`src/rtl/flash_out_pkg.sv`:
```
package flash_out_pkg;
  typedef enum logic [1:0] {
    DIV_1  = 2'b00,
    DIV_2  = 2'b01,
    DIV_4  = 2'b10,
    DIV_16 = 2'b11
  } div_sel_e;
endpackage

```
`src/rtl/flash_sync.sv`:
```
module flash_sync #(
  parameter int SYNC_STAGES = 2
) (
  input  logic clk_i,
  input  logic rst_ni,
  input  logic flash_i,
  output logic level_o,
  output logic rise_o
);
  localparam int SH_W = SYNC_STAGES + 1;

  // top bit is the edge register behind the synchronizer
  logic [SH_W-1:0] sh_q;

  always_ff @(posedge clk_i or negedge rst_ni) begin
    if (!rst_ni) sh_q <= '0;
    else         sh_q <= {sh_q[SH_W-2:0], flash_i};
  end

  assign level_o = sh_q[SYNC_STAGES-1];
  assign rise_o  = sh_q[SYNC_STAGES-1] & ~sh_q[SYNC_STAGES];

  // a detected edge lasts exactly one cycle
  a_r1_single_rise: assert property (@(posedge clk_i) disable iff (!rst_ni)
    rise_o |=> !rise_o);
endmodule

```
`src/rtl/flash_div.sv`:
```
module flash_div
  import flash_out_pkg::*;
#(
  parameter int CNT_W = 4
) (
  input  logic     clk_i,
  input  logic     rst_ni,
  input  logic     level_i,
  input  logic     rise_i,
  input  div_sel_e sel_i,
  output logic     wave_o
);
  localparam int MSB = CNT_W - 1;

  logic [CNT_W-1:0] cnt_q;

  always_ff @(posedge clk_i or negedge rst_ni) begin
    if (!rst_ni)     cnt_q <= '0;
    else if (rise_i) cnt_q <= cnt_q + 1'b1;
  end

  always_comb begin
    unique case (sel_i)
      DIV_1:   wave_o = level_i;
      DIV_2:   wave_o = cnt_q[0];
      DIV_4:   wave_o = cnt_q[1];
      default: wave_o = cnt_q[MSB];
    endcase
  end

  a_r2_hold_without_edge: assert property (@(posedge clk_i) disable iff (!rst_ni)
    !rise_i |=> $stable(cnt_q));
  // counter steps by one and wraps
  a_r9_step_wrap: assert property (@(posedge clk_i) disable iff (!rst_ni)
    rise_i |=> cnt_q == CNT_W'($past(cnt_q) + 1'b1));
endmodule

```
`src/rtl/flash_gate.sv`:
```
module flash_gate #(
  parameter int W = 4
) (
  input  logic [W-1:0] latch_i,
  input  logic [W-1:0] pulse_en_i,
  input  logic         wave_i,
  input  logic         out_mode_i,
  input  logic         shutdown_i,
  output logic [W-1:0] drive_o
);
  always_comb begin
    if (out_mode_i && !shutdown_i)
      drive_o = latch_i & (~pulse_en_i | {W{wave_i}});
    else
      drive_o = '0;
  end
endmodule

```
`src/rtl/flash_out_gen.sv`:
```
module flash_out_gen
  import flash_out_pkg::*;
#(
  parameter int NIB_W       = 4,
  parameter int NUM_NIB     = 2,
  parameter int CNT_W       = 4,
  parameter int SYNC_STAGES = 2
) (
  input  logic                   clk_i,
  input  logic                   rst_ni,
  input  logic                   flash_clk_i,
  input  logic [NIB_W*NUM_NIB-1:0] out_latch_i,
  input  logic [NIB_W*NUM_NIB-1:0] pulse_en_i,
  input  logic [2*NUM_NIB-1:0]   flash_sel_i,
  input  logic [NUM_NIB-1:0]     out_mode_i,
  input  logic                   shutdown_i,
  output logic [NIB_W*NUM_NIB-1:0] drive_on_o
);
  localparam int N = NIB_W * NUM_NIB;

  logic         level, rise;
  logic [N-1:0] drive_d;

  flash_sync #(.SYNC_STAGES(SYNC_STAGES)) u_sync (
    .clk_i   (clk_i),
    .rst_ni  (rst_ni),
    .flash_i (flash_clk_i),
    .level_o (level),
    .rise_o  (rise)
  );

  for (genvar g = 0; g < NUM_NIB; g++) begin : g_nib
    logic wave;

    flash_div #(.CNT_W(CNT_W)) u_div (
      .clk_i   (clk_i),
      .rst_ni  (rst_ni),
      .level_i (level),
      .rise_i  (rise),
      .sel_i   (div_sel_e'(flash_sel_i[2*g +: 2])),
      .wave_o  (wave)
    );

    flash_gate #(.W(NIB_W)) u_gate (
      .latch_i    (out_latch_i[NIB_W*g +: NIB_W]),
      .pulse_en_i (pulse_en_i[NIB_W*g +: NIB_W]),
      .wave_i     (wave),
      .out_mode_i (out_mode_i[g]),
      .shutdown_i (shutdown_i),
      .drive_o    (drive_d[NIB_W*g +: NIB_W])
    );

    a_r6_input_nibble_off: assert property (@(posedge clk_i) disable iff (!rst_ni)
      !out_mode_i[g] |=> drive_on_o[NIB_W*g +: NIB_W] == '0);
  end

  always_ff @(posedge clk_i or negedge rst_ni) begin
    if (!rst_ni) drive_on_o <= '0;
    else         drive_on_o <= drive_d;
  end

  a_r7_shutdown_off: assert property (@(posedge clk_i) disable iff (!rst_ni)
    shutdown_i |=> drive_on_o == '0);
  a_r4_no_latch_no_drive: assert property (@(posedge clk_i) disable iff (!rst_ni)
    (out_latch_i == '0) |=> drive_on_o == '0);
  a_r5_static_follow: assert property (@(posedge clk_i) disable iff (!rst_ni)
    (!shutdown_i && (&out_mode_i) && pulse_en_i == '0) |=> drive_on_o == $past(out_latch_i));
  a_r10_drive_subset: assert property (@(posedge clk_i) disable iff (!rst_ni)
    1'b1 |=> (drive_on_o & ~$past(out_latch_i)) == '0);
endmodule

```
`config.mk`:
```
export PLATFORM = sky130hd
export DESIGN_NAME = flash_out_gen
export DESIGN_NICKNAME = d
export VERILOG_FILES = /design/src/rtl/flash_out_pkg.sv /design/src/rtl/flash_sync.sv /design/src/rtl/flash_div.sv /design/src/rtl/flash_gate.sv /design/src/rtl/flash_out_gen.sv
export SDC_FILE = /design/constraint.sdc
export NUM_CORES = 1
export LEC_CHECK = 0
export BUFFER_PORTS_ARGS = -buffer_cell sky130_fd_sc_hd__buf_2
export CELL_PAD_IN_SITES_DETAIL_PLACEMENT = 1
export CELL_PAD_IN_SITES_GLOBAL_PLACEMENT = 1
export CORE_MARGIN = 1.5
export CORE_UTILIZATION = 35
export DETAILED_ROUTE_END_ITERATION = 8
export PLACE_DENSITY = 0.76
export SYNTH_ARGS = -nofsm -noshare
export SYNTH_HDL_FRONTEND = slang
export SYNTH_SLANG_ARGS = --single-unit
```
`constraint.sdc`:
```
create_clock -name clk_i -period 1.3 [get_ports clk_i]
set_input_delay 0.26 -clock clk_i [delete_from_list [all_inputs] [get_ports clk_i]]
set_output_delay 0.26 -clock clk_i [all_outputs]
set_load 0.01 [all_outputs]
```
Yosys cells after proc, flatten, opt, wreduce, memory -nomap -nowiden
Cells that the tools add are included.

operators by class
  $add $sub $neg = 2
  multiply operators = 0
  divide/modulo/power cells = 0
  $lt $le $gt $ge = 0
  equality and inequality tests = 4
  shifts and indexed selects = 0
  mux-type cells = 4
  bitwise operators = 8
  reduce and logical (&&, ||, !) cells = 5

operator list
  operator               number
  $add A4 B1 Y4 const B  2
  $and A4 B4 Y4          2
  $mux W4                2
  $not A4 Y4             2
  $or A4 B4 Y4           2
  $pmux W1 S3            2
  $eq A2 B1 Y1 const B   2
  $eq A2 B2 Y1 const B   2
  $logic_not A2 Y1       2
  $logic_and A1 B1 Y1    2
  $and A1 B1 Y1          1
  $logic_not A1 Y1       1
  $not A1 Y1             1

word-level totals
  register bits after elaboration = 19
  latch bits = 0
  RAM bits = 0
  bits in read-only memories = 0
  bits of input ports = 26
  memories kept = 0

Longest topological paths before layout
  word-level depth = 5
  depth in mapped cells = 4

Hierarchy
A second synthesis with hierarchy kept.

second synthesis, totals
  cell total of the unflattened synthesis = 54
  area, all modules = 782.0 sq um

by module, submodules not included
  module         times used  cells each  area an instance (sq um)  sequential area each (sq um)
  flash_div      2           12          182.7                     100.1
  flash_out_gen  1           8           200.2                     200.2
  flash_gate     2           9           63.8                      0.0
  flash_sync     1           4           88.8                      75.1

Worst setup path before layout
Ideal clock, no wire load.

  path kind = register to register
  start = reg u_sync.sh_q[2]
  end = reg g_nib[0].u_div.cnt_q[1]
  library setup time = 0.125 ns
  arrival = 0.955 ns
  required time = 1.175 ns
  setup slack = 0.221 ns
  stages on the path, launching flop included = 4
  buffers on the path = 1
  cell sequence = dfrtp_1 > and2b_1 > buf_6 > mux2_2

on the way
  longest elaborated chain between the ends = 2

RTL lines
  what                    line              RTL
  from (decl)             flash_sync.sv:13  logic [SH_W-1:0] sh_q;
  from (signal assigned)  flash_sync.sv:17  else sh_q <= {sh_q[SH_W-2:0], flash_i};
  $not A1 Y1              flash_sync.sv:21  assign rise_o = sh_q[SYNC_STAGES-1] & ~sh_q[SYNC_STAGES];
  $and A1 B1 Y1           flash_sync.sv:21
  to (signal assigned)    flash_div.sv:19   else if (rise_i) cnt_q <= cnt_q + 1'b1;
  to (decl)               flash_div.sv:15   logic [CNT_W-1:0] cnt_q;

Every way passes these cells.
A chain may end at the register's enable or synchronous reset.

Worst setup path in the final report
  start = reg u_sync.sh_q[2]
  end = reg g_nib[1].u_div.cnt_q[1]

on the way
  longest elaborated chain between the ends = 2

RTL lines
  what                  line
  $not A1 Y1            flash_sync.sv:21
  $and A1 B1 Y1         flash_sync.sv:21
  to (signal assigned)  flash_div.sv:19
  to (decl)             flash_div.sv:15

Every way passes these cells.

==> impl_metrics.env <==
export IMPL_drc=0
export IMPL_switchingPower_uw=508
export IMPL_die_x_um=50.7
export IMPL_grtUsageTotal=0.140
export IMPL_drive_gt1_frac=0.500
export IMPL_min_path_type="input pin to flop"
export IMPL_worst_clock_skew_ns=0.0115
export IMPL_pwr_share_seq=0.544
export IMPL_die_h_um=50.7
export IMPL_drtIter0Drc=0
export IMPL_place_area_um2=986
export IMPL_seq_area_frac_synth=0.597
export IMPL_wl_um=1540
export IMPL_cp_endpoint="g_nib[1].u_div.cnt_q[1]"
export IMPL_postSynthAreaPerCell_um2=13.5
export IMPL_vias=569
export IMPL_gp_congestion=0.654
export IMPL_power_uw=1600
export IMPL_io_pins=34
export IMPL_yosys_warnings=0
export IMPL_criticalPathCategory="flop to flop"
export IMPL_cts_sinks=19
export IMPL_crit_required_ns=1.49
export IMPL_worstSetupStartpoint="u_sync.sh_q[2]"
export IMPL_finalSetupTns_ns=0
export IMPL_r2r_start="u_sync.sh_q[2]"
export IMPL_p_comb_frac=0.268
export IMPL_grt_pass1_vias=588
export IMPL_max_freq_ghz=0.818
export IMPL_arrival_ns=1.41
export IMPL_slew_viol_final=0
export IMPL_p_sw_frac=0.317
export IMPL_wire_per_inst_um=12.4
export IMPL_antenna_found_initial=0
export IMPL_core_um2=2190
export IMPL_leakage_uw=0.000516
export IMPL_power_internal_uw=1090
export IMPL_netlist_area_um2=797
export IMPL_cts_path_max_buffers=2
export IMPL_layout_commonest_cell="buf_2"
export IMPL_power_density_nw_per_um2=1570
export IMPL_synthDistinctLibCells=13
export IMPL_finalCritPeriodShare=0.940
export IMPL_io_buffer_count=33
export IMPL_postLayoutCellArea_um2=1020
export IMPL_path_max_fanout=8
export IMPL_hold_viol=0
export IMPL_ant_nets=0
export IMPL_min_period_ns=1.22
export IMPL_dr_pass1_iters=1
export IMPL_ir_drop_mv=0.650
export IMPL_start_util=0.364
export IMPL_clkSlewWorstSetupHoldPaths_ns=0.11
export IMPL_worst_slew_pin_slew_ns=0.422
export IMPL_antenna_cells=0
export IMPL_clkPwrFrac=0.188
export IMPL_ctsResizeCount=0
export IMPL_r2r_cells=2
export IMPL_row_count=17
export IMPL_syn_inst=59
export IMPL_r2r_setup_slack_ns=0.08
export IMPL_grt_pass1_wl_um=2590
export IMPL_grt_max_degree=20
export IMPL_ys_seq_elements=19
export IMPL_cp_slowest_cell="dfrtp_1"
export IMPL_clk_latency_ns=0.31
export IMPL_area_growth_pct=28.3
export IMPL_slew_headroom=0.719
export IMPL_gr_total_overflow=0
export IMPL_slowest_delay_ns=0.38
export IMPL_synth_nets=87
export IMPL_via_per_inst=4.59
export IMPL_path_cells="and2b_1 -> mux2_2"
export IMPL_cts_max_level=1
export IMPL_max_cap_violations=0
export IMPL_cp_end_kind="flop"
export IMPL_clock_root_buffer="clkbuf_4"
export IMPL_final_nets=125
export IMPL_outcome="finished, final reports clean"
export IMPL_reg2reg_to="g_nib[1].u_div.cnt_q[1]"
export IMPL_final_cell_mix="buf_2 (33), dfrtp_1 (19), nand2_1 (10), a21oi_2 (8)"
export IMPL_cts_tree="built"
export IMPL_rsz0062_at_grt="false"
export IMPL_hpwl_um=1210
export IMPL_cts_buffers=3
export IMPL_die_area_um2=2570
export IMPL_worstSetupStartpointType="flop"
export IMPL_setup_viol=0
==> power groups by stage <==
stage                     clock, uW  combinational, uW  sequential, uW
after global routing            324                490             896
after detailed placement          0                437             878
final                           300                429             871
after CTS                       313                447             873
after floorplan                   0                295             855
after global placement            0                393             868
==> cell families (layout without fill, tap and decap cells) <==
family,after synthesis,in the layout,synth area share
simple gates,15,15,0.0879
fa+ha+maj,2,2,0.0314
mux,8,8,0.116
flops,19,19,0.597
compound gates,8,8,0.0879
buf+inv,1,38,0.0141
xor+xnor,6,6,0.0659
==> cells in the mapped netlist, drive strengths merged <==
master | instances | share of area
dfrtp | 19 | 0.60
buf | 1 | 0.014
ha | 2 | 0.031
nand4 | 2 | 0.016
xnor2 | 4 | 0.044
mux2i | 4 | 0.050
and2b | 1 | 0.0094
mux2 | 4 | 0.066
nand2 | 10 | 0.047
a21oi | 8 | 0.088
xor2 | 2 | 0.022
nor2b | 2 | 0.016
==> area by class of cell <==
cell class              count  area, um^2
repair buffers             34         175
flip-flops and latches     19         475
fillers                   256        1170
multi-input cells          39         310
clock buffers               4        26.3
well taps                  28        35.0
==> through the flow <==
| stage | hold slack (ns) | util | instances | worst slack (ns) |
|---|---|---|---|---|
| 2_1_floorplan | -0.0356 | - | 59 | 0.221 |
| 3_3_place_gp | 0.220 | 0.450 | 119 | 0.133 |
| 3_5_place_dp | 0.220 | 0.450 | 119 | 0.0854 |
| 4_1_cts | 0.0493 | 0.467 | 124 | 0.0699 |
| 5_1_grt | 0.0409 | 0.467 | 124 | 0.0226 |
| 6_report | 0.0514 | 0.467 | 124 | 0.0781 |
==> critical path: cells and delay by family (launching register included) <==
| family | cells | cell delay (ns) |
|---|---|---|
| muxes | 1 | 0.38 |
| DFF | 1 | 0.38 |
| and+or+nand+nor | 1 | 0.36 |
==> per-layer routing <==
metal	up-vias	part of all wire	track usage
li1	274	-	-
met4	0	0.024	0.0811
met1	259	0.41	0.150
met2	31	0.47	0.250
met5	-	0	0
met3	5	0.090	0.0327
==> registers in the layout, summed over array words and instances, names as in the netlist <==
register	flops
u_sync.sh_q	3
drive_on_o	8
g_nib.u_div.cnt_q	8
==> worst min path at each step <==
stage / start / to / slack, ns / cells past startpoint
after floorplan: rst_ni / drive_on_o[0] / -0.04 / 0
after global placement: rst_ni / drive_on_o[3] / 0.22 / 1
after detailed placement: rst_ni / drive_on_o[1] / 0.22 / 1
after CTS: flash_clk_i / u_sync.sh_q[0] / 0.05 / 1
after global routing: flash_clk_i / u_sync.sh_q[0] / 0.04 / 1
final: flash_clk_i / u_sync.sh_q[0] / 0.05 / 1
==> timing repair <==
action / 4_1_cts / 5_1_grt
hold endpoints to repair: 19 / 0
hold buffers: 1 / 0
buffers inserted: 0 / 0
No activity file was read; power rests on OpenSTA's default activity.
